`config.mk`:
```
export PLATFORM = sky130hd
export DESIGN_NAME = chain_walker
export DESIGN_NICKNAME = d
export VERILOG_FILES = /design/src/rtl/cw_pkg.sv /design/src/rtl/cw_tally.sv /design/src/rtl/cw_ctrl.sv /design/src/rtl/chain_walker.sv
export SDC_FILE = /design/constraint.sdc
export NUM_CORES = 1
export LEC_CHECK = 0
export ABC_AREA = 1
export BUFFER_PORTS_ARGS = -buffer_cell sky130_fd_sc_hd__buf_2
export CORE_MARGIN = 4
export CORE_UTILIZATION = 62
export DETAILED_ROUTE_END_ITERATION = 10
export PLACE_DENSITY = 0.87
export SYNTH_ARGS = -nofsm -noshare
export SYNTH_HDL_FRONTEND = slang
export SYNTH_SLANG_ARGS = --single-unit
```
`constraint.sdc`:
```
create_clock -name clk -period 5.3 [get_ports clk]
set_input_delay 0 -clock clk [delete_from_list [all_inputs] [get_ports clk]]
set_output_delay 0 -clock clk [all_outputs]
set_load 0.02 [all_outputs]
```
`src/rtl/cw_pkg.sv`:
```
package cw_pkg;
  typedef enum logic [3:0] {
    S_IDLE,
    S_HREQ,
    S_HWAIT,
    S_PREQ,
    S_PWAIT,
    S_CREQ,
    S_CWAIT,
    S_DONE
  } cw_state_e;
endpackage

```
`src/rtl/cw_tally.sv`:
```
module cw_tally #(
  parameter int LEN_W = 8,
  parameter int TOT_W = 32
) (
  input  logic             clk,
  input  logic             rst_n,
  input  logic             clr,
  input  logic             add,
  input  logic [LEN_W-1:0] len,
  output logic [TOT_W-1:0] total
);
  function automatic logic [TOT_W-1:0] node_words(input logic [LEN_W-1:0] n);
    return TOT_W'(n) + TOT_W'(1);
  endfunction

  always_ff @(posedge clk) begin
    if (!rst_n)   total <= '0;
    else if (clr) total <= '0;
    else if (add) total <= total + node_words(len);
  end
endmodule

```
`src/rtl/cw_ctrl.sv`:
```
module cw_ctrl
  import cw_pkg::*;
#(
  parameter int ADDR_W   = 21,
  parameter int DATA_W   = 32,
  parameter int LEN_W    = 8,
  parameter int LINK_W   = 24,
  parameter int MARK_BIT = 23,
  parameter int NODE_W   = 24
) (
  input  logic                clk,
  input  logic                rst_n,
  input  logic                start,
  input  logic [LINK_W-1:0]   start_addr,
  output logic [ADDR_W-3:0]   mem_addr,
  output logic                mem_rd,
  output logic                mem_wr,
  output logic [DATA_W-1:0]   mem_wdata,
  input  logic [DATA_W-1:0]   mem_rdata,
  output logic                cmd_valid,
  output logic [DATA_W-1:0]   cmd_data,
  output logic                busy,
  output logic                done,
  output logic                walk_clr,
  output logic                hdr_beat,
  output logic [LEN_W-1:0]    hdr_len
);
  localparam int WIDX_W = ADDR_W - 2;
  localparam logic [LINK_W-1:0] TERM = {LINK_W{1'b1}};

  function automatic logic [LEN_W-1:0] hdr_count(input logic [DATA_W-1:0] h);
    return h[DATA_W-1 -: LEN_W];
  endfunction
  function automatic logic [LINK_W-1:0] hdr_link(input logic [DATA_W-1:0] h);
    return h[LINK_W-1:0];
  endfunction
  function automatic logic link_stops(input logic [LINK_W-1:0] l);
    return l[MARK_BIT];
  endfunction
  function automatic logic [WIDX_W-1:0] widx_of(input logic [LINK_W-1:0] l);
    return l[ADDR_W-1:2];
  endfunction
  function automatic logic [DATA_W-1:0] put_mark(input logic [DATA_W-1:0] h, input logic v);
    logic [DATA_W-1:0] r;
    r = h;
    r[MARK_BIT] = v;
    return r;
  endfunction

  cw_state_e          state;
  logic [LINK_W-1:0]  cur, start_q, nxt_q;
  logic               stop_q;
  logic [WIDX_W-1:0]  pidx;
  logic [LEN_W-1:0]   rem;
  logic [NODE_W-1:0]  nodes, cdone;

  logic        pay_beat, clean_beat, walk_stop, pay_last;
  logic [LINK_W-1:0] rd_link;

  assign hdr_beat   = (state == S_HWAIT);
  assign pay_beat   = (state == S_PWAIT);
  assign clean_beat = (state == S_CWAIT);
  assign hdr_len    = hdr_count(mem_rdata);
  assign rd_link    = hdr_link(mem_rdata);
  assign walk_stop  = link_stops(rd_link);
  assign pay_last   = (rem == LEN_W'(1));
  assign walk_clr   = (state == S_IDLE) && start;
  assign busy       = (state != S_IDLE);
  assign done       = (state == S_DONE);
  assign cmd_valid  = pay_beat;
  assign cmd_data   = pay_beat ? mem_rdata : '0;

  always_comb begin
    mem_rd    = 1'b0;
    mem_wr    = 1'b0;
    mem_wdata = '0;
    mem_addr  = widx_of(cur);
    case (state)
      S_HREQ:  mem_rd = 1'b1;
      S_HWAIT: begin mem_wr = 1'b1; mem_wdata = put_mark(mem_rdata, 1'b1); end
      S_PREQ:  begin mem_rd = 1'b1; mem_addr = pidx; end
      S_CREQ:  mem_rd = 1'b1;
      S_CWAIT: begin mem_wr = 1'b1; mem_wdata = put_mark(mem_rdata, 1'b0); end
      default: ;
    endcase
  end

  always_ff @(posedge clk) begin
    if (!rst_n) begin
      state   <= S_IDLE;
      cur     <= '0;
      start_q <= '0;
      nxt_q   <= '0;
      stop_q  <= 1'b0;
      pidx    <= '0;
      rem     <= '0;
      nodes   <= '0;
      cdone   <= '0;
    end else begin
      case (state)
        S_IDLE: if (start) begin
          cur     <= start_addr;
          start_q <= start_addr;
          nodes   <= '0;
          state   <= (start_addr == TERM) ? S_DONE : S_HREQ;
        end
        S_HREQ: state <= S_HWAIT;
        S_HWAIT: begin
          nxt_q  <= rd_link;
          stop_q <= walk_stop;
          nodes  <= nodes + NODE_W'(1);
          pidx   <= widx_of(cur) + WIDX_W'(1);
          rem    <= hdr_len;
          if (hdr_len != '0) begin
            state <= S_PREQ;
          end else if (walk_stop) begin
            cur   <= start_q;
            cdone <= '0;
            state <= S_CREQ;
          end else begin
            cur   <= rd_link;
            state <= S_HREQ;
          end
        end
        S_PREQ: state <= S_PWAIT;
        S_PWAIT: begin
          pidx <= pidx + WIDX_W'(1);
          rem  <= rem - LEN_W'(1);
          if (!pay_last) begin
            state <= S_PREQ;
          end else if (stop_q) begin
            cur   <= start_q;
            cdone <= '0;
            state <= S_CREQ;
          end else begin
            cur   <= nxt_q;
            state <= S_HREQ;
          end
        end
        S_CREQ: state <= S_CWAIT;
        S_CWAIT: begin
          cur   <= rd_link;
          cdone <= cdone + NODE_W'(1);
          state <= (cdone + NODE_W'(1) == nodes) ? S_DONE : S_CREQ;
        end
        S_DONE:  state <= S_IDLE;
        default: state <= S_IDLE;
      endcase
    end
  end

  // one memory access per cycle
  a_r10_rd_wr_exclusive: assert property (@(posedge clk) disable iff (!rst_n)
    !(mem_rd && mem_wr));
  // every write lands on the word read the cycle before
  a_r4_write_back: assert property (@(posedge clk) disable iff (!rst_n)
    mem_wr |-> ($past(mem_rd) && mem_addr == $past(mem_addr)));
  // an empty node is followed by no payload beat
  a_r6_empty_node: assert property (@(posedge clk) disable iff (!rst_n)
    (hdr_beat && hdr_len == '0) |=> !cmd_valid);
  // completion is a single-cycle pulse
  a_r9_done_pulse: assert property (@(posedge clk) disable iff (!rst_n)
    done |=> !done);
  // payload only flows during a walk
  a_r1_cmd_in_walk: assert property (@(posedge clk) disable iff (!rst_n)
    cmd_valid |-> busy && !clean_beat);
endmodule

```
`src/rtl/chain_walker.sv`:
```
module chain_walker #(
  parameter int ADDR_W   = 21,
  parameter int DATA_W   = 32,
  parameter int LEN_W    = 8,
  parameter int LINK_W   = 24,
  parameter int MARK_BIT = 23,
  parameter int NODE_W   = 24,
  parameter int TOT_W    = 32
) (
  input  logic              clk,
  input  logic              rst_n,
  input  logic              start,
  input  logic [LINK_W-1:0] start_addr,
  output logic [ADDR_W-3:0] mem_addr,
  output logic              mem_rd,
  output logic              mem_wr,
  output logic [DATA_W-1:0] mem_wdata,
  input  logic [DATA_W-1:0] mem_rdata,
  output logic              cmd_valid,
  output logic [DATA_W-1:0] cmd_data,
  output logic              busy,
  output logic              done,
  output logic [TOT_W-1:0]  total_words
);
  logic             walk_clr, hdr_beat;
  logic [LEN_W-1:0] hdr_len;

  cw_ctrl #(
    .ADDR_W(ADDR_W), .DATA_W(DATA_W), .LEN_W(LEN_W),
    .LINK_W(LINK_W), .MARK_BIT(MARK_BIT), .NODE_W(NODE_W)
  ) ctrl_i (
    .clk(clk), .rst_n(rst_n), .start(start), .start_addr(start_addr),
    .mem_addr(mem_addr), .mem_rd(mem_rd), .mem_wr(mem_wr),
    .mem_wdata(mem_wdata), .mem_rdata(mem_rdata),
    .cmd_valid(cmd_valid), .cmd_data(cmd_data),
    .busy(busy), .done(done), .walk_clr(walk_clr),
    .hdr_beat(hdr_beat), .hdr_len(hdr_len)
  );

  cw_tally #(.LEN_W(LEN_W), .TOT_W(TOT_W)) tally_i (
    .clk(clk), .rst_n(rst_n), .clr(walk_clr), .add(hdr_beat),
    .len(hdr_len), .total(total_words)
  );

  // the total stays put while idle and no start arrives
  a_r9_total_held: assert property (@(posedge clk) disable iff (!rst_n)
    (!busy && !start) |=> $stable(total_words));
endmodule

```
; Yosys cells after proc, flatten, opt, wreduce, memory -nomap -nowiden
; Index checks and enable logic that the tools add are counted.
[op_classes]
bitwise = 1
addsub = 7
n_eq_ne = 15
muxes = 28
reduce_logical = 15
[op_table]
columns = op, count
row1 = 24-bit 2-to-1 mux, 5
row2 = 21-bit 2-to-1 mux, 5
row3 = 21-bit one-hot mux with 4 select lines, 1
row4 = 24-bit one-hot mux with 3 select lines, 1
row5 = 32-bit one-hot mux with 2 select lines, 1
row6 = "24-bit by 1-bit adder with 24-bit output, second input constant", 2
row7 = 24-bit one-hot mux with 2 select lines, 1
row8 = "19-bit by 1-bit adder with 19-bit output, second input constant", 2
row9 = 19-bit one-hot mux with 2 select lines, 1
row10 = 32-bit adder, 1
row11 = 32-bit 2-to-1 mux, 1
row12 = 4-bit one-hot mux with 7 select lines, 1
row13 = 24-bit equality test, 1
row14 = "24-bit equality test, second input constant", 1
row15 = 19-bit 2-to-1 mux, 1
row16 = "4-bit by 3-bit equality test with 1-bit output, second input constant", 4
row17 = 8-bit one-hot mux with 2 select lines, 1
row18 = 4-bit 2-to-1 mux, 3
row19 = "8-bit by 1-bit adder with 9-bit output, second input constant", 1
row20 = 3-bit 2-to-1 mux, 3
row21 = "4-bit by 2-bit equality test with 1-bit output, second input constant", 2
row22 = "8-bit by 1-bit equality test with 1-bit output, second input constant", 1
row23 = "2-bit != test, second input constant", 4
row24 = 4-bit nonzero test, 2
row25 = 16 further kinds, 20
[totals]
output_inout_bits = 120
regBits = 175

; Logic depth before layout (Yosys ltp)
[logic_depth]
word_depth = 4
depth_mapped = 18

; Cells and area by module
; From an unflattened synthesis, not the netlist that was laid out.
[hier_totals]
hier_cells = 1759
hier_area_um2 = 10854.2
[by_module_without_submodules]
columns = module, seq_area_each_um2, area_each_um2, n_inst, cells_per_inst
row1 = cw_ctrl, 2722.6, 8562.0, 1, 1384
row2 = cw_tally, 640.6, 2292.2, 1, 375

; Least setup slack after synthesis
; No wires, ideal clock.
[synth_timing]
path_type = input to register
startpoint = input port mem_rdata[25]
endpoint = register tally_i.total[28]
path_stages = 17
setup_slack_ps = 3081
setup_time_ps = 116
arrival_time_ps = 2104
t_required_ps = 5184
path_cell_list = inv_1 nor3_1 nand3_1 nor3_1 xor2_1 ha_1 nand2_1 inv_1 nand3_1 o21ai_0 nand2_1 a21oi_1 nand2_1 inv_1 nand2_1 o21ai_0 nor2_1
[synth_between]
elab_chain_len = 2
[synth_rtl]
columns = item, line
row1 = from (decl), chain_walker.sv:18  ; input logic [DATA_W-1:0] mem_rdata,
row2 = 8-bit by 1-bit adder with 9-bit output, cw_tally.sv:13  ; return TOT_W'(n) + TOT_W'(1);
row3 = 32-bit adder, cw_tally.sv:19  ; else if (add) total <= total + node_words(len);
row4 = to (signal assigned), cw_tally.sv:19
row5 = to (decl), cw_tally.sv:10  ; output logic [TOT_W-1:0] total
; Every way passes these cells.
; A chain may end at the register's enable or synchronous reset.

; Worst setup path after layout
[layout_timing]
startpoint = register ctrl_i.state[0]
endpoint = register ctrl_i.cur[4]
[layout_between]
elab_chain_len = 3
[layout_rtl]
columns = item, line
row1 = from (decl), cw_ctrl.sv:50  ; cw_state_e state;
row2 = from (signal assigned), cw_ctrl.sv:105  ; state <= (start_addr == TERM) ? S_DONE : S_HREQ;
row3 = from (signal assigned), cw_ctrl.sv:144  ; state <= (cdone + NODE_W'(1) == nodes) ? S_DONE : S_CREQ;
row4 = 4-bit by 3-bit equality test with 1-bit output (tied with other cells), --
row5 = 4-bit nonzero test (no source line) / 2-bit != test (equally long branches), --
row6 = 4-bit AND reduction (no source line), --
row7 = to (signal assigned), cw_ctrl.sv:102  ; cur <= start_addr;
row8 = to (signal assigned), cw_ctrl.sv:117  ; cur <= start_q;
row9 = to (signal assigned), cw_ctrl.sv:121  ; cur <= rd_link;
row10 = to (decl), cw_ctrl.sv:51  ; logic [LINK_W-1:0] cur, start_q, nxt_q;
; Several ways; a longest one is shown, not always the timed one.

==> qor.csv <==
metric,value,unit
wl,32.8,mm
num_vias,11900,
wl_per_cell,15.9,um
avgSynthCellArea,6.36,um^2
finalMaxSlewViolations,0,
path_max_fanout,62,
grt_setup_unrepaired,false,
min_period,3.59,ns
min_path_cells,3,
cts_tree,built,
fin_crit_sh,67.7,%
synth_edf_count,0,
place_congestion,0.948,
fin_setup_tns,0,ns
synthFlopType,dfxtp_1,
hpwl,22.5,mm
ys_types,51,
p_clk_share,39.6,%
grt_overflow,0,
final_cell_mix,"nand2_1 (358), nor2_1 (266), inv_1 (207)",
firstDrtPassIters,9,
drive_gt1_share,14.8,%
grt_pass1_vias,10700,
area_growth,18.1,%
start_util,63.2,%
end_kind,register,
rows,47,
die_area,19100,um^2
clk_path_buf_depth,2,
async_reset_ff_share,0,%
cts_buffers,17,
seq_power_share,42.6,%
detail-route-antenna-nets,0,
reg2reg_depth,10,
p_int,2.27,mW
portBuffers,178,
syn_area,10500,um^2
setup_viol,0,
drt_first_iter_violations,1510,
cts.sinks,168,
slew-limit-headroom,9.47,%
status,"complete, no violations",
clk_latency,0.43,ns
worst_slew_pin_slew,1.36,ns
cts_setup_buffers,0,
crit_type,reg2reg,
vias_per_cell,5.77,
fmax,279,MHz
die_h,138,um
chipWidth,138,um
antenna_found_initial,1,
arrival,3.85,ns
groute.usage.overall,32.6,%
skew,0.00748,ns
grt_pass1_wl,52.6,mm
drc,0,
worstPathRequired,5.56,ns
yosysSeqAreaShare,32.1,%
min-delay-path-class,in2reg,
n_fill_cell,1273,
hold_viol_final,0,
final_net_count,1900,
ys_ff_latch,168,
rrSetupSlack,1.71,ns
core-area,16600,um^2
power_frac_comb,17.9,%
cts_root_buf,clkbuf_16,
layout_commonest_cell,nand2_1,
synthCells,1648,
clkTransAtPathRegs,0.07,ns
power.density,263,nW/um^2
switching_share,30.5,%
h-tree-depth,4,
p_leak,5.68,nW
grt_max_degree,107,
ir_drop,0.000248,V
switchingPower,992,uW
syn-num-nets,1724,
io_pins,179,
post_cts_resized,0,
utilization,74.7,%
max_cap_violations,0,
yosys_warnings,0,
cp-start-kind,register,
cell type report:
cell class | count | area [um^2] | share of cell area (%)
antenna | 1 | 2.50 | 0.0202
clock buffer | 18 | 429 | 3.46
clock inverter | 13 | 171 | 1.38
inverter | 216 | 811 | 6.54
multi-input combinational | 1197 | 6000 | 48.4
sequential | 168 | 3360 | 27.1
tap | 220 | 275 | 2.22
timing repair buffer | 224 | 1340 | 10.8
cells in the mapped netlist, types with 2 or more instances:
| cell | number | area (um^2) |
|---|---|---|
| nor4_1 | 8 | 50.1 |
| buf_1 | 2 | 7.51 |
| o21bai_1 | 8 | 60.1 |
| o22ai_1 | 3 | 18.8 |
| o21ai_2 | 10 | 87.6 |
| nor3_1 | 42 | 210 |
| clkbuf_1 | 39 | 146 |
| o21a_1 | 4 | 30.0 |
| nand3b_1 | 4 | 30.0 |
| nand2_1 | 358 | 1340 |
| a21oi_1 | 79 | 395 |
| buf_4 | 3 | 22.5 |
| o21ai_0 | 98 | 490 |
| nor3b_1 | 2 | 15.0 |
| nand2_4 | 2 | 22.5 |
| nor3_2 | 5 | 50.1 |
| nand2_2 | 4 | 25.0 |
| xor2_1 | 25 | 219 |
| o211ai_1 | 13 | 97.6 |
| a221oi_1 | 2 | 17.5 |
| xnor3_1 | 2 | 45.0 |
| dfxtp_1 | 168 | 3360 |
| nor2_1 | 267 | 1000 |
| buf_2 | 18 | 90.1 |
| inv_1 | 208 | 781 |
| o21ai_1 | 8 | 40.0 |
| or2_2 | 4 | 25.0 |
| buf_6 | 4 | 45.0 |
| a31oi_1 | 21 | 131 |
| nor2_2 | 11 | 68.8 |
| nand3_1 | 97 | 485 |
| and2_1 | 2 | 12.5 |
| nor2_4 | 8 | 90.1 |
| ha_1 | 16 | 200 |
| a211oi_1 | 45 | 338 |
| a21o_1 | 2 | 15.0 |
| o31ai_1 | 6 | 45.0 |
| nand4_1 | 21 | 131 |
| inv_2 | 8 | 30.0 |
| xnor2_1 | 10 | 87.6 |
registers in the layout, summed over array words and instances (netlist names):
name            cells
tally_i.total      32
ctrl_i.cdone       24
ctrl_i.nodes       24
ctrl_i.cur         19
ctrl_i.nxt_q       19
ctrl_i.pidx        19
ctrl_i.start_q     19
ctrl_i.rem          8
ctrl_i.state        3
ctrl_i.stop_q       1
worst paths after layout:
path | from | to
setup / recovery | ctrl_i.state[0]$_SDFFE_PN0P_ | ctrl_i.cur[4]$_SDFFE_PN0P_
hold / removal | mem_rdata[23] | ctrl_i.stop_q$_SDFFE_PN0P_
setup reg to reg | ctrl_i.state[0]$_SDFFE_PN0P_ | ctrl_i.cur[4]$_SDFFE_PN0P_
hold reg to reg | ctrl_i.nxt_q[18]$_SDFFE_PN0P_ | ctrl_i.nxt_q[18]$_SDFFE_PN0P_
power by group through the flow:
stage	Sequential (mW)	Clock, mW	Combinational, mW
after floorplan	1.39	0	0.391
after global placement	1.41	0	0.524
after detailed placement	1.41	0	0.537
after CTS	1.38	1.29	0.566
after global routing	1.39	1.34	0.638
final	1.39	1.29	0.582
routing by layer:
| metal | track usage (%) | share of wire, % | vias to the layer above | wire [um] |
|---|---|---|---|---|
| met5 | 0 | 0 | - | 0 |
| met1 | 45.5 | 42 | 5371 | 13800 |
| li1 | - | - | 5701 | - |
| met3 | 5.77 | 10 | 108 | 3400 |
| met4 | 11.1 | 3.4 | 0 | 1100 |
| met2 | 51.2 | 44 | 690 | 14500 |
cells by family (layout without fill, tap and decap cells):
group                    Yosys count  in the layout  synth area share (%)
buffers and inverters            283            471                  10.8
XOR/XNOR                          37             37                  3.35
adder cells (fa/ha/maj)           17             17                  2.10
AND/OR/NAND/NOR                  840            840                  34.5
AO/OA/AOI/OAI                    303            303                  17.2
flip-flops                       168            168                  32.1
other                              0              1                     0
critical path, stage by stage (launching register included):
cell      delay, ns
dfxtp_1        0.37
inv_1          0.12
nand2_2        0.55
nor2_4         0.32
inv_2          0.12
buf_4          0.50
nor2_2         0.12
nor2_2         0.68
nor2_1         0.13
a211oi_1       0.38
a31oi_1        0.12
through the flow:
stage	setup slack, ns	cell area (um^2)	hold slack (ns)	power [mW]	cells
2_1_floorplan	3.08	10500	0.119	1.78	1648
4_1_cts	1.87	12400	0.00738	3.24	2056
5_1_grt	1.49	12400	0.0490	3.37	2057
3_3_place_gp	2.09	11400	0.269	1.93	1984
6_report	1.71	12400	0.0417	3.26	2057
3_5_place_dp	1.90	11400	0.275	1.95	1984
repair_timing:
action	in CTS	in global routing
hold endpoints to repair	60	0
hold buffers	41	0
endpoints found under the setup margin	0	0
Note: power is estimated with default switching activity, not from simulation.
